[src/rtl/chan_scan_pkg.sv]
// Package: shared types for the channel scan sequencer.
// Assumes a 3-bit channel code; the control layout below is the register layout.
package chan_scan_pkg;
    localparam int TAG_W = 3;

    typedef logic [TAG_W-1:0] chan_code_t;

    // Control word fields, most significant first: bit4 pseudo, bits3:1 fixed, bit0 scan
    typedef struct packed {
        logic       pseudo;
        chan_code_t fixed;
        logic       scan;
    } scan_cfg_t;

    localparam int CFG_W = $bits(scan_cfg_t);
endpackage

[src/rtl/scan_cfg_regs.sv]
// Module: scan_cfg_regs
// Holds the control register written through the address/data port. Only
// CTRL_ADDR is implemented; other addresses and the upper data bits are dropped.
// Assumes REG_W >= CFG_W. The value is pending: the top applies it at a boundary.
module scan_cfg_regs
    import chan_scan_pkg::*;
#(
    parameter int NUM_REGS  = 8,
    parameter int REG_W     = 8,
    parameter int CTRL_ADDR = 0,
    localparam int ADDR_W   = $clog2(NUM_REGS)
) (
    input  logic              clk,
    input  logic              rst_n,
    input  logic              wr_en,
    input  logic [ADDR_W-1:0] wr_addr,
    input  logic [REG_W-1:0]  wr_data,
    output scan_cfg_t         cfg
);
    logic ctrl_hit;
    logic unused_hi_bits;

    assign ctrl_hit       = wr_en && (wr_addr == ADDR_W'(CTRL_ADDR));
    assign unused_hi_bits = ^wr_data[REG_W-1:CFG_W];

    // Capture a control write; reset to fixed mode, channel 0, differential
    always_ff @(posedge clk) begin
        if (!rst_n)
            cfg <= '0;
        else if (ctrl_hit)
            cfg <= scan_cfg_t'(wr_data[CFG_W-1:0]);
    end

    // a write elsewhere in the bank leaves the control value untouched
    assert_other_addr_R8: assert property (@(posedge clk) disable iff (!rst_n)
        (wr_en && wr_addr != ADDR_W'(CTRL_ADDR)) |=> $stable(cfg));
endmodule

[src/rtl/scan_next_chan.sv]
// Module: scan_next_chan
// Works out the channel that follows the current one. In fixed mode it is the
// configured code; in sweep mode it is the next listed code above the current
// one, wrapping to the lowest listed code. Purely combinational.
// Assumes the calibration codes lie inside the code space.
module scan_next_chan
    import chan_scan_pkg::*;
#(
    parameter int DIFF_INPUTS   = 3,
    parameter int PSEUDO_INPUTS = 5,
    parameter int CAL_OFF_CODE  = 6,
    parameter int CAL_GAIN_CODE = 7,
    localparam int NUM_CODES    = 2 ** TAG_W
) (
    input  chan_code_t cur,
    input  scan_cfg_t  cfg,
    output chan_code_t nxt
);
    logic [NUM_CODES-1:0] member;
    int                   n_inputs;
    chan_code_t           first_code;
    chan_code_t           succ_code;
    logic                 succ_found;

    assign n_inputs = cfg.pseudo ? PSEUDO_INPUTS : DIFF_INPUTS;

    // One membership flag per code for the active arrangement
    for (genvar c = 0; c < NUM_CODES; c++) begin : g_member
        assign member[c] = (c < n_inputs) || (c == CAL_OFF_CODE) || (c == CAL_GAIN_CODE);
    end

    // Scan codes from the top down so the lowest qualifying code wins
    always_comb begin
        first_code = '0;
        succ_code  = '0;
        succ_found = 1'b0;
        for (int c = NUM_CODES - 1; c >= 0; c--) begin
            if (member[c]) begin
                first_code = chan_code_t'(c);
                if (c > int'(cur)) begin
                    succ_code  = chan_code_t'(c);
                    succ_found = 1'b1;
                end
            end
        end
    end

    // Choose between the configured code and the list successor
    always_comb begin
        if (!cfg.scan)
            nxt = cfg.fixed;
        else if (succ_found)
            nxt = succ_code;
        else
            nxt = first_code;
    end
endmodule

[src/rtl/scan_result_tag.sv]
// Module: scan_result_tag
// Registers each finished word with the channel tag in its low bits. The valid
// flag is a single-cycle pulse one cycle after the done strobe.
// Assumes the tag is the channel in use before the strobe's boundary.
module scan_result_tag
    import chan_scan_pkg::*;
#(
    parameter int DATA_W = 16,
    localparam int OUT_W = DATA_W + TAG_W
) (
    input  logic              clk,
    input  logic              rst_n,
    input  logic              done,
    input  logic [DATA_W-1:0] data,
    input  chan_code_t        tag,
    output logic              valid,
    output logic [OUT_W-1:0]  word
);
    // Pulse valid for one cycle after each strobe
    always_ff @(posedge clk) begin
        if (!rst_n)
            valid <= 1'b0;
        else
            valid <= done;
    end

    // Latch word and tag together on the strobe
    always_ff @(posedge clk) begin
        if (!rst_n)
            word <= '0;
        else if (done)
            word <= {data, tag};
    end

    // a strobe is always followed by a result, and a quiet cycle by none
    assert_result_pulse_R6: assert property (@(posedge clk) disable iff (!rst_n)
        done |=> valid);
    assert_no_spurious_R6: assert property (@(posedge clk) disable iff (!rst_n)
        !done |=> !valid);
endmodule

[src/rtl/chan_scan_seq.sv]
// Module: chan_scan_seq (top)
// Selects the converter channel and tags finished results. The current
// channel register moves only on a done strobe, and the control value in force
// is the pending register as it stood before that strobe's edge.
// Assumes conv_done is a single-cycle strobe per finished conversion.
module chan_scan_seq
    import chan_scan_pkg::*;
#(
    parameter int DATA_W        = 16,
    parameter int NUM_REGS      = 8,
    parameter int REG_W         = 8,
    parameter int CTRL_ADDR     = 0,
    parameter int DIFF_INPUTS   = 3,
    parameter int PSEUDO_INPUTS = 5,
    parameter int CAL_OFF_CODE  = 6,
    parameter int CAL_GAIN_CODE = 7,
    localparam int ADDR_W       = $clog2(NUM_REGS),
    localparam int OUT_W        = DATA_W + TAG_W
) (
    input  logic              clk,
    input  logic              rst_n,
    input  logic              reg_wr_en,
    input  logic [ADDR_W-1:0] reg_wr_addr,
    input  logic [REG_W-1:0]  reg_wr_data,
    input  logic              conv_done,
    input  logic [DATA_W-1:0] conv_data,
    output logic [TAG_W-1:0]  chan_sel,
    output logic              res_valid,
    output logic [OUT_W-1:0]  res_data
);
    scan_cfg_t  cfg;
    chan_code_t cur_chan;
    chan_code_t nxt_chan;
    int         n_inputs;

    scan_cfg_regs #(
        .NUM_REGS  (NUM_REGS),
        .REG_W     (REG_W),
        .CTRL_ADDR (CTRL_ADDR)
    ) u_cfg (
        .clk     (clk),
        .rst_n   (rst_n),
        .wr_en   (reg_wr_en),
        .wr_addr (reg_wr_addr),
        .wr_data (reg_wr_data),
        .cfg     (cfg)
    );

    scan_next_chan #(
        .DIFF_INPUTS   (DIFF_INPUTS),
        .PSEUDO_INPUTS (PSEUDO_INPUTS),
        .CAL_OFF_CODE  (CAL_OFF_CODE),
        .CAL_GAIN_CODE (CAL_GAIN_CODE)
    ) u_next (
        .cur (cur_chan),
        .cfg (cfg),
        .nxt (nxt_chan)
    );

    scan_result_tag #(
        .DATA_W (DATA_W)
    ) u_tag (
        .clk   (clk),
        .rst_n (rst_n),
        .done  (conv_done),
        .data  (conv_data),
        .tag   (cur_chan),
        .valid (res_valid),
        .word  (res_data)
    );

    // Advance the channel in use at each conversion boundary
    always_ff @(posedge clk) begin
        if (!rst_n)
            cur_chan <= '0;
        else if (conv_done)
            cur_chan <= nxt_chan;
    end

    // Show the coming channel in the strobe cycle itself
    assign chan_sel = conv_done ? nxt_chan : cur_chan;

    assign n_inputs = cfg.pseudo ? PSEUDO_INPUTS : DIFF_INPUTS;

    // reset leaves channel 0 selected and no result pending
    assert_reset_state_R1: assert property (@(posedge clk)
        !rst_n |=> (cur_chan == '0 && !res_valid));

    // fixed mode selects the configured code at each boundary
    assert_fixed_code_R2: assert property (@(posedge clk) disable iff (!rst_n)
        (conv_done && !cfg.scan) |-> chan_sel == cfg.fixed);

    // in sweep mode only listed codes are ever selected
    assert_scan_member_R3: assert property (@(posedge clk) disable iff (!rst_n)
        (conv_done && cfg.scan) |-> (int'(chan_sel) < n_inputs
            || int'(chan_sel) == CAL_OFF_CODE || int'(chan_sel) == CAL_GAIN_CODE));

    // sweep moves upward or wraps to the first code
    assert_scan_upward_R9: assert property (@(posedge clk) disable iff (!rst_n)
        (conv_done && cfg.scan) |-> (chan_sel > cur_chan || chan_sel == '0));

    // the strobe-cycle selection is the channel held afterwards
    assert_sel_taken_R5: assert property (@(posedge clk) disable iff (!rst_n)
        conv_done |=> cur_chan == $past(chan_sel));

    // the result tag names the channel that was converted
    assert_tag_source_R6: assert property (@(posedge clk) disable iff (!rst_n)
        conv_done |=> res_data[TAG_W-1:0] == $past(cur_chan));
endmodule

[config.mk]
export PLATFORM = sky130hd
export DESIGN_NAME = chan_scan_seq
export DESIGN_NICKNAME = d
export VERILOG_FILES = /design/src/rtl/chan_scan_pkg.sv /design/src/rtl/scan_cfg_regs.sv /design/src/rtl/scan_next_chan.sv /design/src/rtl/scan_result_tag.sv /design/src/rtl/chan_scan_seq.sv
export SDC_FILE = /design/constraint.sdc
export NUM_CORES = 1
export LEC_CHECK = 0
export ABC_AREA = 1
export BUFFER_PORTS_ARGS = -buffer_cell sky130_fd_sc_hd__buf_2
export CAP_MARGIN = 20
export CORE_MARGIN = 2
export CORE_UTILIZATION = 45
export CTS_CLUSTER_DIAMETER = 100
export CTS_CLUSTER_SIZE = 10
export DETAILED_ROUTE_END_ITERATION = 6
export PLACE_DENSITY = 0.82
export SLEW_MARGIN = 20
export SYNTH_ARGS = -nofsm -noshare
export SYNTH_HDL_FRONTEND = slang
export SYNTH_HIERARCHICAL = 1
export SYNTH_SLANG_ARGS = --single-unit
[constraint.sdc]
create_clock -name clk -period 2.51 [get_ports clk]
set_clock_uncertainty 0.2 [all_clocks]
set_input_delay 0.1255 -clock clk [delete_from_list [all_inputs] [get_ports clk]]
set_output_delay 0.1255 -clock clk [all_outputs]
set_load 0.01 [all_outputs]
Yosys cells after proc, flatten, opt, wreduce, memory -nomap -nowiden --
Index checks and enable logic that the tools add are counted.
Cells by class: $lt $le $gt $ge 13, muxes and demuxes 34, reductions and logical operators 2
Operators with widths (count):
- 3-bit by 32-bit < comparator with 1-bit output, first input constant | 2
- 4-bit by 32-bit < comparator with 1-bit output, first input constant | 2
- 3-bit two-way mux | 21
- 1-bit by 32-bit < comparator with 1-bit output, first input constant | 1
- 2-bit by 32-bit < comparator with 1-bit output, first input constant | 1
- 3-bit greater-than comparator, first input constant | 4
- 1-bit two-way mux | 12
- 2-bit by 3-bit greater-than comparator with 1-bit output, first input constant | 2
- 1-bit by 3-bit greater-than comparator with 1-bit output, first input constant | 1
- 3-bit zero test | 1
- 2-bit two-way mux | 1
- 1-bit logical AND | 1
Word-level totals: register bits 28, input bits 31, output and inout bits 23, logic and storage cells 55

Depth between registers and ports, before layout --
Gate-level depths: netlist of the first run.
word-level depth 16, gate-level depth with buffers 10, depth with buffers taken out 10

Cells and area by module --
Netlist of the first run, hierarchy kept.
Modules (own cells, without submodules):
- scan_result_tag | times used 1, cells each 123, area an instance 803.3 sq um, seq. area each 400.4 sq um
- scan_cfg_regs | times used 1, cells each 33, area an instance 232.7 sq um, seq. area each 100.1 sq um
- chan_scan_seq | times used 1, cells each 26, area an instance 148.9 sq um, seq. area each 60.1 sq um
- scan_next_chan | times used 1, cells each 24, area an instance 98.8 sq um, seq. area each 0.0 sq um

Least setup slack after synthesis of the first run --
Ideal clock, no wire load.
path type register -> output, start point register u_cfg/cfg[0] (netlist name), end point output chan_sel[1], data arrival time 0.868 ns, required time 2.184 ns, path slack 1.317 ns, cell stages (with the launch flop) 9, buffers on the path 0, path through dfxtp_1 inv_2 nand2_1 a21boi_1 nand2_1 inv_1 nand2_1 nand2_1 inv_1
On the way: longest elaborated chain between the ends 2
RTL lines:
- 3-bit two-way mux | line scan_next_chan.sv:50 | if (!cfg.scan)
- named net nxt_chan[1] | line chan_scan_seq.sv:33 | chan_code_t nxt_chan;
- 3-bit two-way mux
- end, declared | line chan_scan_seq.sv:27 | output logic [TAG_W-1:0] chan_sel,
The timed path passes the listed nets, and every way through them passes these cells.

==> flow_metrics.env, run 1 <==
export IMPL_layout_nets=319
export IMPL_critPathRequiredTime_ns=2.52
export IMPL_final_common_cell="nand2_1"
export IMPL_io_pins=54
export IMPL_path_clk_slew_ns=0.15
export IMPL_min_period_ns=2.15
export IMPL_setup_tns_ns=0
export IMPL_synth_avg_cell_area_um2=6.23
export IMPL_grtUsageTotal_pct=19.9
export IMPL_status="complete, no violations"
export IMPL_min_path_type="in2reg"
export IMPL_core_area_mm2=0.00273
export IMPL_r2r_start="u_cfg/cfg[4]"
export IMPL_h_tree_depth=1
export IMPL_rsz0062_at_grt="false"
export IMPL_yosys_warnings=6
export IMPL_ant_nets=0
export IMPL_layout_common_cells="68 x nand2_1, 50 x buf_2, 46 x nor2_1, 37 x inv_1, 32 x dlygate4sd3_1"
export IMPL_clk_root_buffer_cell="clkbuf_4"
export IMPL_hold_start="rst_n"
export IMPL_post_cts_resized=0
export IMPL_critical_path_class="in2reg"
export IMPL_fmax_mhz=465
export IMPL_synth_cell_types=14
export IMPL_power_total_mw=0.962
export IMPL_leakagePower_nw=1.10
export IMPL_dpl_hpwl_mm=1.72
export IMPL_hold_violations=0
export IMPL_ys_seq_area_share_pct=43.7
export IMPL_synth_xor_area_share_pct=0
export IMPL_drive_above_1_share_pct=22.0
export IMPL_vdd_drop_max_mv=0.424
export IMPL_drcViolationCount=0
export IMPL_finalMaxSlewViolations=0
export IMPL_vias_per_cell=4.31
export IMPL_rows=19
export IMPL_worst_slew_pin_slew_ns=0.448
export IMPL_syn_cell_area_mm2=0.00128
export IMPL_path_max_fanout=1
export IMPL_grt_overflow=0
export IMPL_final_setup_viol_count=0
export IMPL_cts_sinks=28
export IMPL_cts_buffer_depth=2
export IMPL_relSlewSlack_pct=70.1
export IMPL_die_y_um=57.4
export IMPL_drv_cap=0
export IMPL_yosys_area_share_simple_pct=38.4
export IMPL_synth_top_family_by_area="simple AND/OR/NAND/NOR gates"
export IMPL_numCtsBuffers=3
export IMPL_antenna_found_initial=0
export IMPL_synth_compound_area_share_pct=2.92
export IMPL_die_w_um=57.4
export IMPL_power_density_mw_per_mm2=502
export IMPL_synth_top_area_share_pct=43.7
export IMPL_diodes=0
export IMPL_yosys_top_cells_area="dfxtp_1 44%, nand2_1 20%, nor2_1 13%"
export IMPL_cts_tree="done"
export IMPL_synth_adder_area_share_pct=0
export IMPL_drt_wl_total_mm=3.02
export IMPL_mappedNetlistNets=237
export IMPL_first_iter_violations=32
export IMPL_numPortBuffers=50
export IMPL_min_period_over_period_pct=85.7
export IMPL_insertion_delay_ns=0.31
export IMPL_end_kind="register"
export IMPL_gp_congestion=0.783
export IMPL_synth_mux_area_share_pct=0
export IMPL_drtPass1Iterations=4
export IMPL_critPathLaunchType="primary input"
export IMPL_initial_utilization_pct=47.0
export IMPL_ys_seq_elements=28
export IMPL_syn_to_final_growth_pct=49.1
export IMPL_grt_pass1_wl_mm=5.13
export IMPL_vias=1369
export IMPL_grt_max_degree=27
export IMPL_routedWlPerCell_um=9.49
export IMPL_startpoint="reg_wr_data[4]"
export IMPL_worstPathArrival_ns=2.17
export IMPL_die_area_mm2=0.00330
export IMPL_synth_largest_area_cell="dfxtp_1"
export IMPL_syn_inst=206
export IMPL_grt_pass1_vias=1322
==> power breakdown <==
part / switching, mW / internal, mW / total [mW]
clock: 0.127 / 0.161 / 0.288
combinational: 0.0935 / 0.0912 / 0.185
sequential: 0.0168 / 0.472 / 0.489
total: 0.237 / 0.724 / 0.962
==> critical path, stage by stage <==
cell and delay [ns]:
dlygate4sd3_1 0.57, buf_2 0.13, inv_1 0.04, nand3_1 0.06
dlygate4sd3_1 0.56, nand2_1 0.07, nor2_1 0.05, dlygate4sd3_1 0.57
==> synthesized netlist by cell type (all sizes together) <==
cell type / instances
inv: 41
o21ai: 1
buf: 6
nor2: 50
nand2: 68
dfxtp: 28
a21boi: 1
a21oi: 5
nand3: 6
==> metrics by stage <==
step | hold slack [ns] | utilization (%) | instances | cell area (µm²) | setup slack [ns]
2_1_floorplan | 0.0462 | - | 206 | 1280 | 1.32
3_3_place_gp | 0.208 | 56.4 | 282 | 1540 | 1.13
3_5_place_dp | 0.217 | 56.4 | 282 | 1540 | 1.12
5_1_grt | 0.0346 | 70.0 | 318 | 1910 | 0.297
4_1_cts | 0.0295 | 70.0 | 318 | 1910 | 0.462
6_report | 0.0253 | 70.0 | 318 | 1910 | 0.358
==> worst paths after layout <==
path | slack, ns | endpoint | cells past startpoint
max | 0.36 | u_cfg/cfg[4] | 8
min | 0.03 | u_tag/word[12] | 3
min reg2reg | 0.28 | u_tag/word[0] | 2
max reg2reg | 1.09 | u_cfg/cfg[4] | 3
==> kinds of logic after synthesis <==
| group | count (synthesis) |
|---|---|
| AND/OR/NAND/NOR | 124 |
| buffers and inverters | 47 |
| flip-flops | 28 |
| AO/OA/AOI/OAI | 7 |
==> area by class of cell <==
cell class              count  area, µm²
fillers                   241        820
repair buffers             83        578
flip-flops and latches     28        561
multi-input cells         131        531
inverters                  41        154
well taps                  31       38.8
clock inverters             1       30.0
clock buffers               3       22.5
==> layer usage <==
layer  up-vias  global-route usage, %  wire length [µm]  share of wire (%)
met4         0                   10.6                69                2.3
met3         6                   2.49               112                3.7
li1        750                      -                 -                  -
met1       575                   19.9              1260                 42
met5         -                      0                 0                  0
met2        38                   38.8              1570                 52
==> state kept, by name (all words and copies together), names as in the netlist <==
signal / cells
cur_chan: 3
u_tag/word: 19
u_tag/valid: 1
u_cfg/cfg: 5
==> what timing repair did <==
item / CTS / global route
setup buffers: 0 / 0
endpoints found under the hold margin: 22 / 0
hold buffers: 32 / 0
(Power assumes the default switching activity.)
==> inputs of run 2 (changes only) <==
Settings changed: CORE_UTILIZATION 45 to 50, PLACE_DENSITY 0.82 to 0.89.
==> run 2 against run 1 <==
First-iteration DRC count fell by 16%; fmax up 1.2%; final cell count decreased by 0.63%; critical endpoint is now u_cfg/cfg[3]; largest power group unchanged.
==> flow_metrics.env, run 2 (synthesized netlist as in run 1, its figures left out) <==
export IMPL_finalMaxSlewViolations=0
export IMPL_h_tree_depth=1
export IMPL_cts_sinks=28
export IMPL_timing_hold_ws_ns=0.0243
export IMPL_grt_pass1_vias=1142
export IMPL_worst_slew_pin_slew_ns=0.464
export IMPL_grt_overflow=0
export IMPL_drt_wl_total_mm=3.12
export IMPL_die_area_mm2=0.00299
export IMPL_rows=18
export IMPL_hold_violations=0
export IMPL_p_int_mw=0.724
export IMPL_layout_common_cells="68 x nand2_1, 50 x buf_2, 46 x nor2_1, 37 x inv_1, 31 x dlygate4sd3_1"
export IMPL_status="complete, no violations"
export IMPL_die_w_um=54.7
export IMPL_vias=1387
export IMPL_critPathLaunchType="primary input"
export IMPL_design_area_mm2=0.00190
export IMPL_vdd_drop_max_mv=0.456
export IMPL_min_period_ns=2.13
export IMPL_r2r_cells=3
export IMPL_path_clk_slew_ns=0.15
export IMPL_place_ws_ns=1.13
export IMPL_r2r_end="u_cfg/cfg[1]"
export IMPL_grt_max_degree=27
export IMPL_numCtsBuffers=3
export IMPL_dpl_hpwl_mm=1.73
export IMPL_postCtsSetupBuffers=0
export IMPL_routedWlPerCell_um=9.89
export IMPL_end_kind="register"
export IMPL_final_setup_viol_count=0
export IMPL_critical_path_class="in2reg"
export IMPL_r2r_start="u_cfg/cfg[1]"
export IMPL_rsz0062_at_grt="false"
export IMPL_core_area_mm2=0.00245
export IMPL_grtUsageTotal_pct=22.3
export IMPL_first_iter_violations=27
export IMPL_post_dp_cell_area_mm2=0.00154
export IMPL_min_period_over_period_pct=84.7
export IMPL_diodes=0
export IMPL_p_comb_share_pct=19.1
export IMPL_gp_congestion=0.818
export IMPL_insertion_delay_ns=0.33
export IMPL_p_sw_share_pct=25.4
export IMPL_critPathRequiredTime_ns=2.55
export IMPL_layout_nets=318
export IMPL_rrSetupSlack_ns=1.11
export IMPL_clk_root_buffer_cell="clkbuf_4"
export IMPL_die_y_um=54.7
export IMPL_drive_above_1_share_pct=22.0
export IMPL_leakagePower_nw=1.09
export IMPL_p_clk_share_pct=30.6
export IMPL_cts_tree="done"
export IMPL_power_total_mw=0.971
export IMPL_largest_register_ffs=19
export IMPL_crit_end="u_cfg/cfg[3]"
export IMPL_power_frac_seq_pct=50.3
export IMPL_startpoint="reg_wr_data[3]"
export IMPL_setup_ws_ns=0.384
export IMPL_post_cts_resized=0
export IMPL_worstPathArrival_ns=2.16
export IMPL_io_pins=54
export IMPL_drv_cap=0
export IMPL_relSlewSlack_pct=69.1
export IMPL_initial_utilization_pct=52.3
export IMPL_power_density_mw_per_mm2=510
export IMPL_vias_per_cell=4.39
export IMPL_drcViolationCount=0
export IMPL_path_max_fanout=1
export IMPL_min_path_type="in2reg"
export IMPL_ant_nets=0
export IMPL_p_switching_mw=0.247
export IMPL_syn_to_final_growth_pct=48.2
export IMPL_antenna_found_initial=0
export IMPL_top_regs="u_tag/word: 19 flops, u_cfg/cfg: 5 flops, cur_chan: 3 flops"
export IMPL_grt_pass1_wl_mm=4.73
export IMPL_final_common_cell="nand2_1"
export IMPL_cts_buffer_depth=2
export IMPL_setup_tns_ns=0
export IMPL_numPortBuffers=50
export IMPL_top_register="u_tag/word"
export IMPL_drtPass1Iterations=4
export IMPL_fmax_mhz=470
## run 2: critical path, stage by stage
cell and delay, ns:
dlygate4sd3_1 0.54, buf_2 0.12, inv_1 0.06, nand3_1 0.08
dlygate4sd3_1 0.57, nand2_1 0.06, nor2_1 0.04, dlygate4sd3_1 0.55
## run 2: metrics by stage
stage,std cells,util (%)
after floorplan,206,-
after global placement,281,62.7
after detailed placement,281,62.7
after CTS,316,77.5
after global routing,316,77.5
final,316,77.5
## run 2: repair_timing
action / in CTS / in global routing
hold buffers: 31 / 0
setup endpoints to repair: 0 / 0
hold endpoints to repair: 21 / 0
## run 2: power groups by stage
stage,sequential (mW),combinational [mW],clock [mW]
floorplan,0.507,0.0843,0
global placement,0.497,0.148,0
detailed placement,0.498,0.151,0
CTS,0.488,0.182,0.302
global route,0.492,0.211,0.317
finish,0.488,0.186,0.297
## run 2: cell type report
cell class                 instances  area, µm²
multi-input combinational        131        531
fill                             201        552
sequential                        28        561
clock inverter                     1       30.0
timing repair buffer              82        568
clock buffer                       3       22.5
inverter                          41        154
tap                               30       37.5
## run 2: layer usage
layer | part of all wire (%) | GRT usage (%) | vias up | wire, µm
li1 | - | - | 750 | -
met1 | 42 | 24.2 | 595 | 1330
met2 | 52 | 42.1 | 36 | 1620
met3 | 3.8 | 3.28 | 6 | 119
met4 | 1.8 | 10.0 | 0 | 55
met5 | 0 | 0 | - | 0
## run 2: how the worst min path moves through the flow
stage,start,end,slack [ns],depth (start not counted)
finish,rst_n,u_tag/word[12],0.02,3
global route,rst_n,u_tag/word[11],0.03,3
CTS,rst_n,u_tag/word[13],0.02,3
detailed placement,conv_data[9],u_tag/word[12],0.22,5
global placement,conv_data[7],u_tag/word[10],0.21,5
floorplan,rst_n,u_cfg/cfg[0],0.05,2
